[config.mk]
export PLATFORM = sky130hd
export DESIGN_NAME = nand_bus_if
export DESIGN_NICKNAME = d
export VERILOG_FILES = /design/src/rtl/nand_bus_pkg.sv /design/src/rtl/nand_strobe_seq.sv /design/src/rtl/nand_ce_reg.sv /design/src/rtl/nand_rb_sync.sv /design/src/rtl/nand_wait_timer.sv /design/src/rtl/nand_bus_if.sv
export SDC_FILE = /design/constraint.sdc
export NUM_CORES = 1
export LEC_CHECK = 0
export BUFFER_PORTS_ARGS = -buffer_cell sky130_fd_sc_hd__buf_4
export CAP_MARGIN = 5
export CORE_ASPECT_RATIO = 0.9
export CORE_UTILIZATION = 23
export DETAILED_ROUTE_END_ITERATION = 7
export SLEW_MARGIN = 5
export SYNTH_ARGS = -nofsm -noshare
export SYNTH_HDL_FRONTEND = slang
export SYNTH_SLANG_ARGS = --single-unit
[constraint.sdc]
create_clock -name clk_i -period 1.8 [get_ports clk_i]
set_clock_uncertainty 0.15 [all_clocks]
set_input_delay 0.27 -clock clk_i [delete_from_list [all_inputs] [get_ports clk_i]]
set_output_delay 0.27 -clock clk_i [all_outputs]
set_load 0.02 [all_outputs]
[src/rtl/nand_bus_pkg.sv]
package nand_bus_pkg;
  typedef enum logic [1:0] {
    CYC_DATA = 2'b00,
    CYC_CMD  = 2'b01,
    CYC_ADDR = 2'b10,
    CYC_BAD  = 2'b11
  } cyc_kind_e;

  typedef enum logic [1:0] {
    PH_IDLE,
    PH_SETUP,
    PH_PULSE,
    PH_HOLD
  } phase_e;
endpackage

[src/rtl/nand_strobe_seq.sv]
module nand_strobe_seq
  import nand_bus_pkg::*;
#(
  parameter int DW = 8,
  parameter int TW = 4
) (
  input  logic          clk_i,
  input  logic          rst_ni,
  input  logic          start_i,
  input  logic          wr_i,
  input  cyc_kind_e     kind_i,
  input  logic [DW-1:0] wdata_i,
  input  logic [TW-1:0] t_setup_i,
  input  logic [TW-1:0] t_pulse_i,
  input  logic [TW-1:0] t_hold_i,
  input  logic [DW-1:0] dq_i,
  output logic          busy_o,
  output logic          cle_o,
  output logic          ale_o,
  output logic          we_no,
  output logic          re_no,
  output logic [DW-1:0] dq_o,
  output logic          dq_oe_o,
  output logic          done_o,
  output logic          done_cmd_o,
  output logic [DW-1:0] rdata_o
);
  phase_e        ph_q;
  logic [TW-1:0] cnt_q, tp_q, th_q;
  logic          wr_q, done_q, done_cmd_q;
  cyc_kind_e     kind_q;
  logic [DW-1:0] data_q, rdata_q;

  // zero count behaves as one cycle
  function automatic logic [TW-1:0] len_m1(input logic [TW-1:0] x);
    return (x == '0) ? '0 : x - 1'b1;
  endfunction

  always_ff @(posedge clk_i or negedge rst_ni) begin
    if (!rst_ni) begin
      ph_q       <= PH_IDLE;
      cnt_q      <= '0;
      tp_q       <= '0;
      th_q       <= '0;
      wr_q       <= 1'b0;
      kind_q     <= CYC_DATA;
      data_q     <= '0;
      rdata_q    <= '0;
      done_q     <= 1'b0;
      done_cmd_q <= 1'b0;
    end else begin
      done_q     <= 1'b0;
      done_cmd_q <= 1'b0;
      unique case (ph_q)
        PH_IDLE: if (start_i) begin
          ph_q   <= PH_SETUP;
          cnt_q  <= len_m1(t_setup_i);
          tp_q   <= len_m1(t_pulse_i);
          th_q   <= len_m1(t_hold_i);
          wr_q   <= wr_i;
          kind_q <= kind_i;
          data_q <= wdata_i;
        end
        PH_SETUP: if (cnt_q == '0) begin
          ph_q  <= PH_PULSE;
          cnt_q <= tp_q;
        end else cnt_q <= cnt_q - 1'b1;
        PH_PULSE: if (cnt_q == '0) begin
          ph_q  <= PH_HOLD;
          cnt_q <= th_q;
          if (!wr_q) rdata_q <= dq_i;
        end else cnt_q <= cnt_q - 1'b1;
        PH_HOLD: if (cnt_q == '0) begin
          ph_q       <= PH_IDLE;
          done_q     <= 1'b1;
          done_cmd_q <= wr_q && (kind_q == CYC_CMD);
        end else cnt_q <= cnt_q - 1'b1;
        default: ph_q <= PH_IDLE;
      endcase
    end
  end

  logic active;
  assign active     = (ph_q != PH_IDLE);
  assign busy_o     = active;
  assign cle_o      = active && (kind_q == CYC_CMD);
  assign ale_o      = active && (kind_q == CYC_ADDR);
  assign we_no      = !(ph_q == PH_PULSE && wr_q);
  assign re_no      = !(ph_q == PH_PULSE && !wr_q);
  assign dq_oe_o    = active && wr_q;
  assign dq_o       = data_q;
  assign done_o     = done_q;
  assign done_cmd_o = done_cmd_q;
  assign rdata_o    = rdata_q;

  assert_strobe_excl_R3: assert property (@(posedge clk_i) disable iff (!rst_ni)
    !(!we_no && !re_no));

  assert_ctl_stable_R1: assert property (@(posedge clk_i) disable iff (!rst_ni)
    (busy_o && $past(busy_o)) |-> ($stable(cle_o) && $stable(ale_o) && $stable(dq_oe_o)));

  assert_done_idle_R3: assert property (@(posedge clk_i) disable iff (!rst_ni)
    done_o |-> (!busy_o && we_no && re_no));
endmodule

[src/rtl/nand_ce_reg.sv]
module nand_ce_reg #(
  parameter int              NCHIP    = 2,
  parameter int              RAW      = 8,
  parameter logic [RAW-1:0]  CTRL_OFS = 8'h50
) (
  input  logic                 clk_i,
  input  logic                 rst_ni,
  input  logic                 cfg_we_i,
  input  logic [RAW-1:0]       cfg_addr_i,
  input  logic [2*NCHIP-1:0]   cfg_wdata_i,
  output logic [NCHIP-1:0]     ce_no
);
  localparam int CTRLW = 2 * NCHIP;
  logic [CTRLW-1:0] ctrl_q;

  always_ff @(posedge clk_i or negedge rst_ni) begin
    if (!rst_ni) ctrl_q <= '0;
    else if (cfg_we_i && cfg_addr_i == CTRL_OFS) ctrl_q <= cfg_wdata_i;
  end

  for (genvar c = 0; c < NCHIP; c++) begin : g_ce
    // even bit: enable, odd bit: assert
    assign ce_no[c] = !(ctrl_q[2*c] && ctrl_q[2*c+1]);
  end
endmodule

[src/rtl/nand_rb_sync.sv]
module nand_rb_sync (
  input  logic clk_i,
  input  logic rst_ni,
  input  logic rb_i,
  output logic ready_o
);
  logic s1_q, s2_q;
  logic [1:0] age_q;

  always_ff @(posedge clk_i or negedge rst_ni) begin
    if (!rst_ni) begin
      s1_q  <= 1'b0;
      s2_q  <= 1'b0;
      age_q <= '0;
    end else begin
      s1_q <= rb_i;
      s2_q <= s1_q;
      if (age_q != 2'd2) age_q <= age_q + 1'b1;
    end
  end

  assign ready_o = s2_q;

  assert_sync_lag_R9: assert property (@(posedge clk_i) disable iff (!rst_ni)
    (age_q == 2'd2) |-> (ready_o == $past(rb_i, 2)));
endmodule

[src/rtl/nand_wait_timer.sv]
module nand_wait_timer #(
  parameter int WAIT_CYC = 5000
) (
  input  logic clk_i,
  input  logic rst_ni,
  input  logic cmd_done_i,
  output logic ready_o
);
  localparam int CW = $clog2(WAIT_CYC + 1);
  logic [CW-1:0] cnt_q;

  always_ff @(posedge clk_i or negedge rst_ni) begin
    if (!rst_ni)              cnt_q <= '0;
    else if (cmd_done_i)      cnt_q <= CW'(WAIT_CYC);
    else if (cnt_q != '0)     cnt_q <= cnt_q - 1'b1;
  end

  assign ready_o = (cnt_q == '0);

  assert_wait_start_R10: assert property (@(posedge clk_i) disable iff (!rst_ni)
    cmd_done_i |=> !ready_o);
endmodule

[src/rtl/nand_bus_if.sv]
module nand_bus_if
  import nand_bus_pkg::*;
#(
  parameter int             DW       = 8,
  parameter int             TW       = 4,
  parameter int             NCHIP    = 2,
  parameter int             RAW      = 8,
  parameter logic [RAW-1:0] CTRL_OFS = 8'h50,
  parameter bit             USE_RB   = 1'b1,
  parameter int             WAIT_CYC = 5000
) (
  input  logic                 clk_i,
  input  logic                 rst_ni,
  input  logic                 req_i,
  input  logic                 we_i,
  input  logic [1:0]           win_i,
  input  logic [DW-1:0]        wdata_i,
  output logic                 busy_o,
  output logic                 done_o,
  output logic                 err_o,
  output logic [DW-1:0]        rdata_o,
  input  logic                 cfg_we_i,
  input  logic [RAW-1:0]       cfg_addr_i,
  input  logic [2*NCHIP-1:0]   cfg_wdata_i,
  input  logic [TW-1:0]        t_setup_i,
  input  logic [TW-1:0]        t_pulse_i,
  input  logic [TW-1:0]        t_hold_i,
  output logic                 nand_cle_o,
  output logic                 nand_ale_o,
  output logic                 nand_we_no,
  output logic                 nand_re_no,
  output logic [NCHIP-1:0]     nand_ce_no,
  output logic [DW-1:0]        nand_dq_o,
  output logic                 nand_dq_oe_o,
  input  logic [DW-1:0]        nand_dq_i,
  input  logic                 nand_rb_i,
  output logic                 dev_ready_o
);
  logic      accept, bad_win, start, err_q, done_cmd;
  cyc_kind_e kind;

  assign accept  = req_i && !busy_o;
  assign bad_win = we_i && (cyc_kind_e'(win_i) == CYC_BAD);
  assign start   = accept && !bad_win;
  // reads always use the data window
  assign kind    = we_i ? cyc_kind_e'(win_i) : CYC_DATA;

  always_ff @(posedge clk_i or negedge rst_ni) begin
    if (!rst_ni) err_q <= 1'b0;
    else         err_q <= accept && bad_win;
  end
  assign err_o = err_q;

  nand_strobe_seq #(.DW(DW), .TW(TW)) u_seq (
    .clk_i     (clk_i),
    .rst_ni    (rst_ni),
    .start_i   (start),
    .wr_i      (we_i),
    .kind_i    (kind),
    .wdata_i   (wdata_i),
    .t_setup_i (t_setup_i),
    .t_pulse_i (t_pulse_i),
    .t_hold_i  (t_hold_i),
    .dq_i      (nand_dq_i),
    .busy_o    (busy_o),
    .cle_o     (nand_cle_o),
    .ale_o     (nand_ale_o),
    .we_no     (nand_we_no),
    .re_no     (nand_re_no),
    .dq_o      (nand_dq_o),
    .dq_oe_o   (nand_dq_oe_o),
    .done_o    (done_o),
    .done_cmd_o(done_cmd),
    .rdata_o   (rdata_o)
  );

  nand_ce_reg #(.NCHIP(NCHIP), .RAW(RAW), .CTRL_OFS(CTRL_OFS)) u_ce (
    .clk_i      (clk_i),
    .rst_ni     (rst_ni),
    .cfg_we_i   (cfg_we_i),
    .cfg_addr_i (cfg_addr_i),
    .cfg_wdata_i(cfg_wdata_i),
    .ce_no      (nand_ce_no)
  );

  if (USE_RB) begin : g_rb
    nand_rb_sync u_rb (
      .clk_i  (clk_i),
      .rst_ni (rst_ni),
      .rb_i   (nand_rb_i),
      .ready_o(dev_ready_o)
    );
  end else begin : g_timer
    nand_wait_timer #(.WAIT_CYC(WAIT_CYC)) u_tmr (
      .clk_i     (clk_i),
      .rst_ni    (rst_ni),
      .cmd_done_i(done_cmd),
      .ready_o   (dev_ready_o)
    );
  end

  assert_cle_ale_excl_R2: assert property (@(posedge clk_i) disable iff (!rst_ni)
    !(nand_cle_o && nand_ale_o));

  assert_bad_reject_R2: assert property (@(posedge clk_i) disable iff (!rst_ni)
    (req_i && !busy_o && we_i && win_i == 2'b11) |=> (err_o && !busy_o));

  assert_err_quiet_R2: assert property (@(posedge clk_i) disable iff (!rst_ni)
    err_o |-> (nand_we_no && nand_re_no && !nand_cle_o && !nand_ale_o && !done_o));

  assert_cfg_other_R7: assert property (@(posedge clk_i) disable iff (!rst_ni)
    (cfg_we_i && cfg_addr_i != CTRL_OFS) |=> $stable(nand_ce_no));

  assert_cmd_done_R10: assert property (@(posedge clk_i) disable iff (!rst_ni)
    done_cmd |-> done_o);
endmodule

==> flow_metrics.env, run 1 <==
export IMPL_status="finished, violations left"
export IMPL_violations="setup timing"
export IMPL_synth_area_um2=2030
export IMPL_synth_edf_count=0
export IMPL_top_usage_layer="met2"
export IMPL_wirelength_mm=5.13
export IMPL_drcViolationCount=0
export IMPL_rsz0062_at_grt="true"
export IMPL_antenna_found_initial=0
export IMPL_overflow=0
export IMPL_rows=32
export IMPL_first_global_vias=1775
export IMPL_vias_per_cell=4.30
export IMPL_cp_start_kind="register"
export IMPL_ir_worst_vdd_mv=0.634
export IMPL_min_from="wdata_i[5]"
export IMPL_r2r_slack_ns=-0.05
export IMPL_switchingPower_mw=2.03
export IMPL_clock_latency_ns=0.29
export IMPL_setup_viol_count_final=3
export IMPL_period_share=1.03
export IMPL_cts_tree="yes"
export IMPL_cts_clk_slew_worst_paths_ns=0.08
export IMPL_die_h_um=91.0
export IMPL_worstSetupPathType="reg2reg"
export IMPL_synth_area_per_cell_um2=9.79
export IMPL_io_buffers=74
export IMPL_power_frac_comb=0.563
export IMPL_grtUsageMet3=0.0216
export IMPL_r2r_end="u_seq.ph_q[1]"
export IMPL_gr_usage_met2=0.190
export IMPL_pre_cts_slack_ns=-0.132
export IMPL_wl_per_cell_um=12.0
export IMPL_hold_viol=0
export IMPL_total_power_mw=5.29
export IMPL_yosysUniqueCellTypes=38
export IMPL_cts_sinks=41
export IMPL_swShare=0.384
export IMPL_layout_drive_gt1_share=0.487
export IMPL_fin_crit_ns=1.85
export IMPL_hold_depth=3
export IMPL_start_util=0.236
export IMPL_final_nets=362
export IMPL_relSlewSlack=0.648
export IMPL_cts_made_buffers=5
export IMPL_slew_violations=0
export IMPL_min_path_type="in2reg"
export IMPL_postRouteAntennaNets=0
export IMPL_cts_buffer_depth=2
export IMPL_dp_hpwl_mm=3.83
export IMPL_sequentialPowerShare=0.292
export IMPL_yosys_warnings=0
export IMPL_worst_slew_pin_slew_ns=0.529
export IMPL_num_antenna_cells=0
export IMPL_hold_end="u_seq.dq_o[5]"
export IMPL_ys_seq_area_frac=0.506
export IMPL_cp_arrival_ns=1.88
export IMPL_synthFlopType="dfrtp_1"
export IMPL_pwr_share_clk=0.145
export IMPL_power_leakage_nw=1.51
export IMPL_syn2layout_area_growth_pct=56.9
export IMPL_powerDensity_nw_per_um2=1660
export IMPL_grt_max_degree=42
export IMPL_grtUsageTotal=0.115
export IMPL_vias=1838
export IMPL_crit_path_end_kind="register"
export IMPL_cts_root_buf="clkbuf_8"
export IMPL_drtIter0Drc=44
export IMPL_coreArea_um2=8570
export IMPL_r2r_start="u_seq.ph_q[1]"
export IMPL_dr_pass1_iters=4
export IMPL_met1_usage=0.147
export IMPL_ys_seq_elements=41
export IMPL_place_gp_congestion=0.870
export IMPL_grt_pass1_wl_mm=8.30
export IMPL_synth_cells=207
export IMPL_crit_fanout=4
export IMPL_dieArea_um2=9190
export IMPL_maxCapViolCount=0
export IMPL_fmaxAchievable_mhz=540
export IMPL_r2r_cells=5
export IMPL_die_w_um=101
export IMPL_fin_ws_ns=-0.0513
export IMPL_htreeDepth=2
export IMPL_cell_internal_pwr_mw=3.26
export IMPL_ioPinCount=75
export IMPL_worstPathRequired_ns=1.83
export IMPL_async_flop_share=1.00
export IMPL_synth_nets=262
-- flip-flops by register name (all words and copies together) (netlist names), 2 cells and up --
name,count
u_seq.kind_q,2
u_seq.tp_q,4
u_seq.dq_o,8
u_seq.rdata_o,8
u_seq.ph_q,2
u_seq.cnt_q,4
u_seq.th_q,4
u_ce.ctrl_q,4
-- through the flow --
step	std cells	area, um^2	setup TNS [ns]	util	hold slack, ns
after floorplan	207	2050	-0.0271	-	-0.176
after global placement	411	2850	-0.587	0.333	0.143
after detailed placement	411	2850	-1.31	0.333	0.151
after CTS	427	3080	-0.267	0.360	0.000716
after global routing	427	3180	-0.361	0.371	0.00469
final	427	3180	-0.109	0.371	0.0106
-- metal layers --
layer	part of all wire	wire [um]	up-vias
met4	0.013	68	0
li1	-	-	925
met5	0	0	-
met1	0.46	2350	855
met2	0.49	2530	51
met3	0.037	192	7
-- cells in the final DEF (no fill, tap or decap), types with 4 or more instances in the layout --
cell type	instances
nand2_1	45
nor3_1	9
a21oi_1	6
buf_4	89
ha_1	4
o21ai_0	10
clkbuf_8	6
dfrtp_1	40
mux2_2	12
a31oi_1	4
inv_2	6
buf_6	6
nor2_1	11
inv_1	4
-- how the worst max path moves through the flow --
stage / start / endpoint / slack, ns / cells after the start
6_report: u_seq.ph_q[1] / u_seq.ph_q[1] / -0.05 / 5
5_1_grt: u_seq.cnt_q[1] / u_seq.cnt_q[0] / -0.09 / 6
4_1_cts: u_seq.ph_q[1] / nand_ale_o / -0.06 / 5
3_5_place_dp: u_seq.cnt_q[0] / u_seq.cnt_q[2] / -0.13 / 6
3_3_place_gp: u_seq.cnt_q[0] / u_seq.rdata_o[0] / -0.06 / 6
2_1_floorplan: u_seq.ph_q[1] / u_seq.ph_q[1] / -0.03 / 5
-- area by class of cell --
| cell class | instances | area (um^2) |
|---|---|---|
| Fill cell | 879 | 5390 |
| Inverter | 10 | 37.5 |
| Sequential cell | 41 | 1030 |
| Clock inverter | 1 | 30.0 |
| Timing Repair Buffer | 98 | 776 |
| Multi-Input combinational cell | 151 | 1070 |
| Clock buffer | 7 | 86.3 |
| Tap cell | 119 | 149 |
-- Yosys cell counts (2+ instances only) --
cell type / instances / area, um^2
o21ai_0: 10 / 50.1
clkbuf_1: 2 / 7.51
o22ai_1: 3 / 18.8
a21oi_2: 2 / 17.5
a31oi_1: 4 / 25.0
o21ai_1: 2 / 10.0
dfrtp_1: 41 / 1030
nor2_1: 12 / 45.0
o21bai_1: 2 / 15.0
a21oi_1: 6 / 30.0
o31ai_1: 3 / 22.5
buf_2: 2 / 10.0
nor3_1: 9 / 45.0
nand3_1: 3 / 15.0
nand2_1: 46 / 173
a22oi_1: 3 / 22.5
mux2_2: 13 / 146
a211oi_1: 3 / 22.5
inv_1: 10 / 37.5
o311ai_0: 2 / 17.5
ha_1: 7 / 87.6
nor2b_1: 2 / 12.5
nand2b_1: 2 / 12.5
nor3b_1: 3 / 22.5
or4b_2: 2 / 20.0
-- kinds of logic after synthesis --
| family | Yosys count | synth area share |
|---|---|---|
| fa+ha+maj | 7 | 0.0432 |
| buf+inv | 15 | 0.0327 |
| simple gates | 86 | 0.199 |
| compound gates | 44 | 0.141 |
| mux | 14 | 0.0772 |
| flops | 41 | 0.506 |
-- power groups by stage --
stage               clock [mW]  combinational [mW]  sequential [mW]
floorplan                    0                1.29             1.72
global placement             0                2.44             1.53
detailed placement           0                2.51             1.53
CTS                      0.802                2.72             1.52
global route             0.833                3.24             1.59
finish                   0.767                2.98             1.54
-- worst max-delay path, stage by stage (launching register included) --
cell and delay [ns]:
dfrtp_2 0.43, buf_6 0.13, ha_4 0.16, or3_4 0.38, a21oi_2 0.18, mux2_4 0.31
-- repair_timing --
action,CTS,global route
pin swaps,3,8
hold buffers,2,0
setup buffers,6,0
setup endpoints to repair,17,21
resized for setup,13,23
hold endpoints to repair,42,0
Power figures use the tool's default switching activity.
==> run 2, diff against run 1 <==
--- a/config.mk
+++ b/config.mk
@@ -13,4 +13,5 @@
 export SLEW_MARGIN = 5
 export SYNTH_ARGS = -nofsm -noshare
 export SYNTH_HDL_FRONTEND = slang
+export SYNTH_HIERARCHICAL = 1
 export SYNTH_SLANG_ARGS = --single-unit
==> flow_metrics.env, run 2 <==
export IMPL_status="finished, violations left"
export IMPL_violations="setup timing"
export IMPL_min_from="nand_dq_i[1]"
export IMPL_cts_root_buf="clkbuf_8"
export IMPL_crit_fanout=6
export IMPL_rows=32
export IMPL_ir_worst_vdd_mv=0.802
export IMPL_setup_viol_count_final=17
export IMPL_synth_nets=232
export IMPL_period_share=1.06
export IMPL_post_place_cells=380
export IMPL_mostFrequentLayoutCell="buf_4"
export IMPL_yosys_warnings=6
export IMPL_tns_ns=-1.04
export IMPL_slowest_delay_ns=0.39
export IMPL_crit_path_end_kind="register"
export IMPL_clock_latency_ns=0.28
export IMPL_ioPinCount=75
export IMPL_final_nets=333
export IMPL_maxCapViolCount=0
export IMPL_syn2layout_area_growth_pct=56.3
export IMPL_grtUsageTotal=0.109
export IMPL_final_cell_mix="buf_4 (94), dfrtp_1 (41), nand2_1 (12)"
export IMPL_num_antenna_cells=0
export IMPL_worst_slew_pin_slew_ns=0.526
export IMPL_die_w_um=101
export IMPL_die_h_um=91.1
export IMPL_start_util=0.237
export IMPL_vias_per_cell=4.34
export IMPL_hold_end="u_seq/rdata_o[1]"
export IMPL_vias=1726
export IMPL_drtIter0Drc=52
export IMPL_hold_depth=2
export IMPL_cts_tree="yes"
export IMPL_dieArea_um2=9200
export IMPL_fmaxAchievable_mhz=526
export IMPL_r2r_start="u_seq/ph_q[0]"
export IMPL_r2r_end="u_seq/cnt_q[0]"
export IMPL_io_buffers=74
export IMPL_cts_made_buffers=5
export IMPL_fin_crit_ns=1.90
export IMPL_drcViolationCount=0
export IMPL_cp_arrival_ns=1.97
export IMPL_rsz0062_at_grt="true"
export IMPL_r2r_slack_ns=-0.10
export IMPL_first_global_vias=1730
export IMPL_dr_pass1_iters=4
export IMPL_powerDensity_nw_per_um2=1630
export IMPL_slowest_stage="dfrtp_1"
export IMPL_place_gp_congestion=0.785
export IMPL_dp_hpwl_mm=3.67
export IMPL_layout_drive_gt1_share=0.523
export IMPL_hold_viol=0
export IMPL_final_cell_count_no_fill=398
export IMPL_overflow=0
export IMPL_cts_sinks=41
export IMPL_worstSetupPathType="reg2reg"
export IMPL_r2r_cells=10
export IMPL_grt_max_degree=42
export IMPL_grt_pass1_wl_mm=7.82
export IMPL_cts_clk_slew_worst_paths_ns=0.08
export IMPL_wirelength_mm=4.86
export IMPL_slew_violations=0
export IMPL_power_leakage_nw=1.50
export IMPL_synth_area_um2=2030
export IMPL_synth_area_per_cell_um2=11.5
export IMPL_fin_ws_ns=-0.102
export IMPL_relSlewSlack=0.650
export IMPL_cp_cell_sequence="inv_2 -> ha_4 -> inv_4 -> nand2b_4 -> a21oi_4 -> nand2b_4 -> a21boi_4 -> buf_4 -> buf_4 -> a31o_1"
export IMPL_wl_per_cell_um=12.2
export IMPL_htreeDepth=2
export IMPL_cp_top_family="compound AO/OA/AOI/OAI gates"
export IMPL_dpl_instance_area_um2=2900
export IMPL_coreArea_um2=8570
export IMPL_postRouteAntennaNets=0
export IMPL_antenna_found_initial=0
export IMPL_worstPathRequired_ns=1.87
export IMPL_critical_path_buf_inv_count=4
export IMPL_cp_start_kind="register"
export IMPL_cts_buffer_depth=2
export IMPL_fin_area_um2=3170
export IMPL_min_path_type="in2reg"
export IMPL_synth_cells=177
-- run 2: how the worst max path moves through the flow --
stage,from,to,slack (ns),cells past startpoint
final,u_seq/ph_q[0],u_seq/cnt_q[0],-0.10,10
after detailed placement,u_seq/ph_q[0],u_seq/cnt_q[3],-0.11,9
after global placement,cfg_addr_i[1],u_ce/ctrl_q[3],-0.07,4
after CTS,u_seq/ph_q[0],u_seq/cnt_q[3],-0.1,9
after global routing,u_seq/ph_q[0],u_seq/cnt_q[3],-0.19,9
after floorplan,u_seq/ph_q[1],u_seq/cnt_q[3],-0.13,9
-- run 2: final cells by class --
| cell class | instances | area (um^2) |
|---|---|---|
| Fill cell | 898 | 5400 |
| Multi-Input combinational cell | 125 | 1070 |
| Sequential cell | 41 | 1030 |
| Timing Repair Buffer | 100 | 788 |
| Tap cell | 119 | 149 |
| Clock buffer | 7 | 86.3 |
| Clock inverter | 1 | 30.0 |
| Inverter | 5 | 21.3 |
-- run 2: through the flow --
stage,total power [mW],worst slack (ns),utilization,hold slack [ns]
global placement,4.08,-0.0675,0.339,0.146
floorplan,3.10,-0.130,-,-0.176
finish,5.16,-0.102,0.370,0.0448
detailed placement,4.15,-0.107,0.339,0.145
global route,5.56,-0.186,0.370,0.0248
CTS,5.06,-0.0991,0.362,0.0275
-- run 2: worst reg2reg max path: stages, from the launching register on --
cell and delay, ns:
dfrtp_1 0.39, inv_2 0.09, ha_4 0.15, inv_4 0.03, nand2b_4 0.14, a21oi_4 0.12
nand2b_4 0.14, a21boi_4 0.25, buf_4 0.16, buf_4 0.09, a31o_1 0.13
-- run 2: power by group --
group / leakage, nW / internal (mW) / switching, mW
Combinational: 0.930 / 1.51 / 1.35
Sequential: 0.509 / 1.31 / 0.231
Clock: 0.0585 / 0.452 / 0.313
Total: 1.50 / 3.27 / 1.89
-- run 2: routing by layer --
metal,wire length (um),GRT usage,share of wire,vias up
li1,-,-,-,845
met1,2100,0.125,0.43,823
met5,0,0,0,-
met3,374,0.0423,0.077,2
met4,16,0.0217,0.0033,0
met2,2370,0.190,0.49,56
-- run 2: timing repair --
item                       CTS  global route
gates cloned                 0             1
buffers inserted             5             3
resized for setup            5            14
setup endpoints to repair   17            30
hold endpoints to repair    42             0
hold buffers                 2             0
pin swaps                    3             0
